## src/rtl/phase_flip_detector.sv

```systemverilog
module phase_flip_detector #(
  parameter int DELAY   = 8,
  parameter int STRETCH = 8
) (
  input  logic clk,
  input  logic rst,
  input  logic carrier_i,
  output logic strobe_o,
  output logic pulse_o
);
  localparam int FILL = DELAY + 2;
  localparam int FW   = $clog2(FILL + 1);
  localparam int CW   = $clog2(STRETCH + 1);

  logic [1:0]       sync_q;
  logic [DELAY-1:0] line_q;
  logic [FW-1:0]    fill_q;
  logic             mis_q, tap1_q, tap2_q, pair_q, skip_q;
  logic [CW-1:0]    cnt_q;

  wire smp   = sync_q[1];
  wire old   = line_q[DELAY-1];
  wire ready = (fill_q == FW'(FILL));

  always_ff @(posedge clk) begin
    if (rst) begin
      sync_q <= '0;
      line_q <= '0;
      fill_q <= '0;
      mis_q  <= 1'b0;
      tap1_q <= 1'b0;
      tap2_q <= 1'b0;
      pair_q <= 1'b0;
      skip_q <= 1'b0;
    end else begin
      sync_q <= {sync_q[0], carrier_i};
      line_q <= {line_q[DELAY-2:0], smp};
      if (!ready) fill_q <= fill_q + 1'b1;
      mis_q  <= ready & (smp ^ old);
      tap1_q <= mis_q;
      tap2_q <= tap1_q;
      pair_q <= mis_q & tap1_q;
      skip_q <= mis_q & tap2_q;
    end
  end

  assign strobe_o = pair_q | skip_q;

  always_ff @(posedge clk) begin
    if (rst) begin
      cnt_q   <= '0;
      pulse_o <= 1'b0;
    end else if (strobe_o) begin
      cnt_q   <= '0;
      pulse_o <= 1'b1;
    end else if (pulse_o) begin
      cnt_q <= cnt_q + 1'b1;
      if (cnt_q == CW'(STRETCH - 1)) pulse_o <= 1'b0;
    end
  end
endmodule

```

## config.mk

```make
export PLATFORM = sky130hd
export DESIGN_NAME = phase_flip_detector
export DESIGN_NICKNAME = d
export VERILOG_FILES = /design/src/rtl/phase_flip_detector.sv
export SDC_FILE = /design/constraint.sdc
export NUM_CORES = 1
export LEC_CHECK = 0
export ABC_CLOCK_PERIOD_IN_PS = 1100
export BUFFER_PORTS_ARGS = -buffer_cell sky130_fd_sc_hd__buf_2
export CORE_MARGIN = 8
export CORE_UTILIZATION = 49
export DETAILED_ROUTE_END_ITERATION = 8
export HOLD_SLACK_MARGIN = 0.05
export PLACE_DENSITY = 0.75
export RECOVER_POWER = 25
export SLEW_MARGIN = 20
export SYNTH_ARGS = -nofsm -noshare
export SYNTH_HDL_FRONTEND = slang
export SYNTH_SLANG_ARGS = --single-unit
export TNS_END_PERCENT = 1
```

## constraint.sdc

```tcl
create_clock -name clk -period 1.1 [get_ports clk]
set_clock_uncertainty 0.15 [all_clocks]
set_input_delay 0.33 -clock clk [delete_from_list [all_inputs] [get_ports clk]]
set_output_delay 0.33 -clock clk [all_outputs]
set_load 0.005 [all_outputs]
```

# Word level (Yosys, flattened, before mapping)
# Index checks and enable logic that the tools add are counted.
[totals]
in_bits = 3
elab_cells = 23
regBits = 24
out_inout_bits = 2
[op_classes]
reduce_logical = 1
n_eq_ne = 2
bitwise_logic = 5
add_sub_neg = 2
muxes = 3
[ops]
columns = ["operator", "count"]
rows = [
  ["$add 4x1->4 const B", 2],
  ["$eq 4x3->1 const B", 1],
  ["$eq 4x4->1 const B", 1],
  ["$and 1x1->1", 3],
  ["$mux 1", 3],
  ["$reduce_or 2->1", 1],
  ["$or 1x1->1", 1],
  ["$xor 1x1->1", 1],
]

# Logic depth before layout (Yosys ltp)
# Gate-level depths: netlist (run 1).
[logic_depth]
depth_word = 4
ltp_mapped = 5
mapped_depth_nobuf = 5

# Worst setup path before layout (run 1)
# OpenSTA, ideal clock, no wires.
[synth_path]
path_type = "flip-flop to flip-flop"
start = "register fill_q[0]"
end = "register fill_q[1]"
synth_period_minus_slack_ns = 1.206
slack_ns = -0.106
n_path_buf = 0
setup_ns = 0.086
path_stages_with_launch = 6
required_time_ns = 0.864
arrival_ns = 0.971
cell_sequence = "dfxtp_1 -> inv_1 -> ha_1 -> nand3b_1 -> nor2_1 -> a211oi_1"
[synth_via]
elab_chain_len = 1
elab_cells_between_ends = 2
classes_between = "add/sub: 1; eq/ne: 1"
[synth_lines]
columns = ["element", "line", "text"]
rows = [
  ["start, declared", "17", "logic [FW-1:0] fill_q;"],
  ["start signal, assigned", "38", "if (!ready) fill_q <= fill_q + 1'b1;"],
  ["$add 4x1->4 / $eq 4x4->1 (equally long branches)", "38, 23", ""],
]
# Parallel ways exist; a longest one is shown, timed or not.
# A chain may end at the register's enable or synchronous reset.

# Worst setup path after layout (run 1)
[layout_path]
start = "register pair_q"
end = "output port strobe_o"
[layout_via]
elab_chain_len = 1
[layout_lines]
columns = ["element", "line", "text"]
rows = [
  ["start, declared", "18", "logic mis_q, tap1_q, tap2_q, pair_q, skip_q;"],
  ["start signal, assigned", "42", "pair_q <= mis_q & tap1_q;"],
  ["$or 1x1->1", "47", "assign strobe_o = pair_q | skip_q;"],
  ["end, declared", "8", "output logic strobe_o,"],
]
# No other way between the ends.

==> results of run 1 <==
where the power goes:
group	total, mW	leakage (nW)	switching, mW	internal, mW
Combinational	0.0814	0.181	0.0353	0.0461
Clock	0.434	0.0210	0.232	0.202
Sequential	0.893	0.197	0.00947	0.883
Total	1.41	0.399	0.277	1.13
per-stage QoR:
step	hold slack [ps]	power [mW]	setup TNS, ps	worst slack [ps]
global placement	262	0.988	-283	-81.4
global route	53.8	1.49	-1510	-428
CTS	72.9	1.43	-943	-389
detailed placement	272	0.992	-369	-96.5
finish	84.5	1.41	-886	-381
floorplan	252	0.954	-8.14	-8.14
routing by layer:
| layer | up-vias | global-route usage [%] | share of wire [%] |
|---|---|---|---|
| met5 | - | 0 | 0 |
| met4 | 0 | 2.06 | 0 |
| met3 | 0 | 4.72 | 8.7 |
| met2 | 8 | 12.0 | 43 |
| met1 | 236 | 8.58 | 48 |
| li1 | 265 | - | - |
final cells by class:
| cell class | instances | area (sq um) |
|---|---|---|
| clock buffers | 4 | 36.3 |
| repair buffers | 13 | 95.1 |
| well taps | 16 | 20.0 |
| flip-flops and latches | 24 | 490 |
| inverters | 1 | 3.75 |
| fillers | 133 | 533 |
| multi-input cells | 46 | 345 |
cells in the mapped netlist:
cell | instances | area [sq um]
nand3b_1 | 3 | 22.5
nand3_1 | 1 | 5.00
nand2_1 | 2 | 7.51
nor2b_1 | 9 | 56.3
xor2_1 | 3 | 26.3
nor2_1 | 8 | 30.0
and2b_1 | 3 | 22.5
mux2i_1 | 1 | 10.0
ha_1 | 3 | 37.5
and2_1 | 2 | 12.5
dfxtp_1 | 24 | 480
inv_1 | 1 | 3.75
xnor2_1 | 3 | 26.3
a211oi_1 | 1 | 7.51
or3_4 | 1 | 11.3
nand2b_1 | 1 | 6.26
nor3_1 | 1 | 5.00
a21oi_1 | 2 | 10.0
buf_2 | 1 | 5.00
or2_2 | 1 | 6.26
nand4_1 | 1 | 6.26
cell families after synthesis:
kind of cell	share of synthesized area (%)
flops	60.2
mux	1.25
buf+inv	1.10
simple gates	24.0
fa+ha+maj	4.70
xor+xnor	6.58
compound gates	2.19
repair_timing:
action | CTS | global route
pin swaps | 8 | 3
endpoints found under the setup margin | 5 | 11
buffers inserted | 1 | 1
resized for setup | 8 | 6
worst max-delay path, stage by stage (launching register included):
cell and delay, ps:
dfxtp_2 340, or2_4 240, buf_6 110
cell usage in the layout, fill, tap and decap left out, types with 3 or more instances in the layout:
cell and count:
dfxtp_1 18, nor2b_1 9, buf_4 8, nor2_1 7, dfxtp_2 5, xor2_1 3
xnor2_1 3, and2b_1 3, nand3b_1 3, clkbuf_4 3
state kept, by name (all words and copies together) (netlist names):
signal,cells
skip_q,1
tap2_q,1
mis_q,1
cnt_q,4
line_q,8
fill_q,4
tap1_q,1
pulse_o,1
sync_q,2
pair_q,1
final timing paths:
kind                to  slack, ps       from  cells after the start
max           strobe_o       -380     pair_q                      2
min          sync_q[0]         80  carrier_i                      2
max reg2reg  fill_q[0]        -90  fill_q[0]                      5
min reg2reg  sync_q[1]        290  sync_q[0]                      1
==> flow_summary.toml, run 1 <==
[floorplanning]
core_area_sq_um = 1520
die-area_sq_um = 3180
ioPinCount = 5
fp-row-count = 14
start_util_pct = 52.4
die_h_um = 56.4
die_w_um = 56.4

[outcome]
status = "complete, but fails checks"
violations = "negative setup slack"

[yosys]
ys_warn_count = 0
synth_fp_nets = 78
synth_seq_area_share_pct = 60.2
synth_cells = 72
syn_area_sq_um = 798
ys_ff_latch = 24
synthDistinctLibCells = 21
avgSynthCellArea_sq_um = 11.1

[setup_path]
critPathKind = "flip-flop to primary output"
cp-end-kind = "primary output"
cp-start-kind = "flip-flop"
worstPathMaxFanout = 2
arrival_ps = 1000
crit_required_ps = 620

[cells_and_area]
final_cell_count_no_fill = 104
fin_nets = 95
final_util_pct = 65.0
area_growth_pct = 24.1
design_area_sq_um = 991
diodes = 0
drive_gt1_share_pct = 35.2

[detailed_routing]
num_vias = 509
via_per_inst = 4.89
ant_nets = 0
drc_errors = 0
routed_wl_mm = 1.09
drtPass1Iterations = 1
drtIter0Drc = 0
wire_per_inst_um = 10.5

[sta]
fin_ws_ps = -381
hold_viol_final = 0
fmax_mhz = 675
slew_viol_final = 0
setup_violations = 8
rsz0062_at_grt = "true"
slew_headroom_pct = 71.7
worstMarginPinSlew_ps = 425
post-route-min-period_ps = 1480
period_share_pct = 135

[clock_network]
cts-root-to-sink-buffers = 2
cts_hold_buffers = 0
cts_root_buf = "clkbuf_4"
cts.reportedPaths.clkPinSlew_ps = 120
clk_latency_ps = 300
numCtsBuffers = 3
cts_tree = "yes"
h-tree-depth = 1
clkSinkCount = 24

[power]
vdd.ir_drop.worst_v = 0.00107
powerDensity_nw_per_um2 = 1420
p_leak_nw = 0.399

[global_routing]
antenna_found_initial = 0
grt_max_degree = 14
grt_pass1_wl_mm = 2.02
grt-ovfl-total = 0
grt_use_total_pct = 7.71
grt_pass1_vias = 520

[place]
placed_cells = 98
io_buffers = 4
dpl_cell_area_sq_um = 901
dp_hpwl_um = 776
place.gp.congestion = 0.707

[hold_path]
hold_path_class = "input pin to flip-flop"

[run]
maxCapViolations = 0
Power figures use the tool's default switching activity.
==> run 2: changes to the inputs <==
PLACE_DENSITY = 0.79   (was 0.75)
RECOVER_POWER = unset   (was 25)
==> flow_summary.toml, run 2 (same netlist as run 1, synthesis figures left out) <==
[place]
dp_hpwl_um = 862
io_buffers = 4
place.gp.congestion = 0.726
placed_cells = 98
dpl_cell_area_sq_um = 901

[cells_and_area]
final_util_pct = 63.1
reg_top3 = "line_q (8), cnt_q (4), fill_q (4)"
area_growth_pct = 20.4
final_cell_count_no_fill = 102
layout_commonest_cell = "dfxtp_1"
top_register = "line_q"
largest_register_ffs = 8
fin_nets = 93
final_cell_mix = "dfxtp_1, nor2b_1, nor2_1"
drive_gt1_share_pct = 29.1
design_area_sq_um = 961
diodes = 0

[floorplanning]
die_w_um = 56.4
die_h_um = 56.4
start_util_pct = 52.4
fp-row-count = 14
ioPinCount = 5
core_area_sq_um = 1520
die-area_sq_um = 3180

[outcome]
status = "complete, but fails checks"
violations = "negative setup slack"

[sta]
period_share_pct = 134
setup_violations = 5
slew_headroom_pct = 86.2
fin_setup_tns_ps = -740
whs_ps = 79.6
worstMarginPinSlew_ps = 206
post-route-min-period_ps = 1470
rsz0062_at_grt = "true"
fin_ws_ps = -370
slew_viol_final = 0
fmax_mhz = 680
hold_viol_final = 0

[run]
maxCapViolations = 0

[global_routing]
grt-ovfl-total = 0
grt_max_degree = 15
grt_use_total_pct = 8.41
grt_pass1_wl_mm = 2.14
antenna_found_initial = 0
grt_pass1_vias = 502

[setup_path]
cp_cell_sequence = "or2_4, buf_6"
crit_required_ps = 620
r2r_start = "fill_q[0]"
cpMaxStageDelayCell = "dfxtp_1"
reg2reg_depth = 4
arrival_ps = 990
r2r_setup_slack_ps = -100
cp-end-kind = "primary output"
worstPathMaxFanout = 2
critPathKind = "flip-flop to primary output"
reg2reg_to = "fill_q[1]"
cpPeakStageDelay_ps = 330
cp-start-kind = "flip-flop"

[clock_network]
post_cts_buffers = 0
clkSinkCount = 24
cts_root_buf = "clkbuf_4"
h-tree-depth = 1
numCtsBuffers = 3
cts-root-to-sink-buffers = 2
cts_tree = "yes"
clk_latency_ps = 300
cts.reportedPaths.clkPinSlew_ps = 120
cts_hold_buffers = 0

[detailed_routing]
wire_per_inst_um = 11.4
via_per_inst = 4.80
drtPass1Iterations = 4
drc_errors = 0
num_vias = 490
routed_wl_mm = 1.16
drtIter0Drc = 7
ant_nets = 0

[hold_path]
holdPathEnd = "sync_q[0]"
hold_depth = 2
hp-start = "carrier_i"
hold_path_class = "input pin to flip-flop"

[power]
vdd.ir_drop.worst_v = 0.000891
powerDensity_nw_per_um2 = 1460
p_leak_nw = 0.398
## run 2: cell count changes in the layout (fill, tap and decap cells not counted), sizes merged
cell	previous run	this run
clkbuf	6	4
## run 2: area by class of cell
cell class / count / area (sq um)
flip-flops and latches: 24 / 489
inverters: 1 / 3.75
repair buffers: 11 / 85.1
clock buffers: 4 / 36.3
fillers: 130 / 563
well taps: 16 / 20.0
multi-input cells: 46 / 327
## run 2: how the worst max path moves through the flow
stage                end      start  slack, ps
2_1_floorplan  fill_q[0]  fill_q[0]         -8
3_3_place_gp    strobe_o     skip_q        -90
3_5_place_dp    strobe_o     skip_q        -90
4_1_cts         strobe_o     pair_q       -380
5_1_grt         strobe_o     pair_q       -420
6_report        strobe_o     pair_q       -370
## run 2: layer usage
| metal | global-route usage [%] | share of wire (%) | up-vias |
|---|---|---|---|
| met5 | 0 | 0 | - |
| met4 | 4.12 | 1.0 | 0 |
| met3 | 3.37 | 4.2 | 2 |
| met2 | 13.3 | 49 | 5 |
| met1 | 9.54 | 46 | 226 |
| li1 | - | - | 257 |
## run 2: worst max-delay path: cells and delay by family, from the launching register on
family                 cells  cell delay [ps]
flip-flops                 1              330
AND/OR/NAND/NOR            1              250
buffers and inverters      1              110
## run 2: what timing repair did
| item | in CTS | in global routing |
|---|---|---|
| endpoints found under the setup margin | 6 | 10 |
| pin swaps | 5 | 0 |
| gates resized for setup | 7 | 1 |
## run 2: metrics by stage
| step | power (mW) | setup WS, ps |
|---|---|---|
| after global routing | 1.47 | -423 |
| after global placement | 0.986 | -87.8 |
| after CTS | 1.43 | -385 |
| after floorplan | 0.954 | -8.14 |
| after detailed placement | 0.994 | -92.6 |
| final | 1.40 | -370 |
## run 2: report_power, final
group / internal, mW / switching [mW] / total (mW)
Sequential: 0.883 / 0.0105 / 0.894
Clock: 0.202 / 0.232 / 0.434
Combinational: 0.0435 / 0.0338 / 0.0773
Total: 1.13 / 0.276 / 1.40
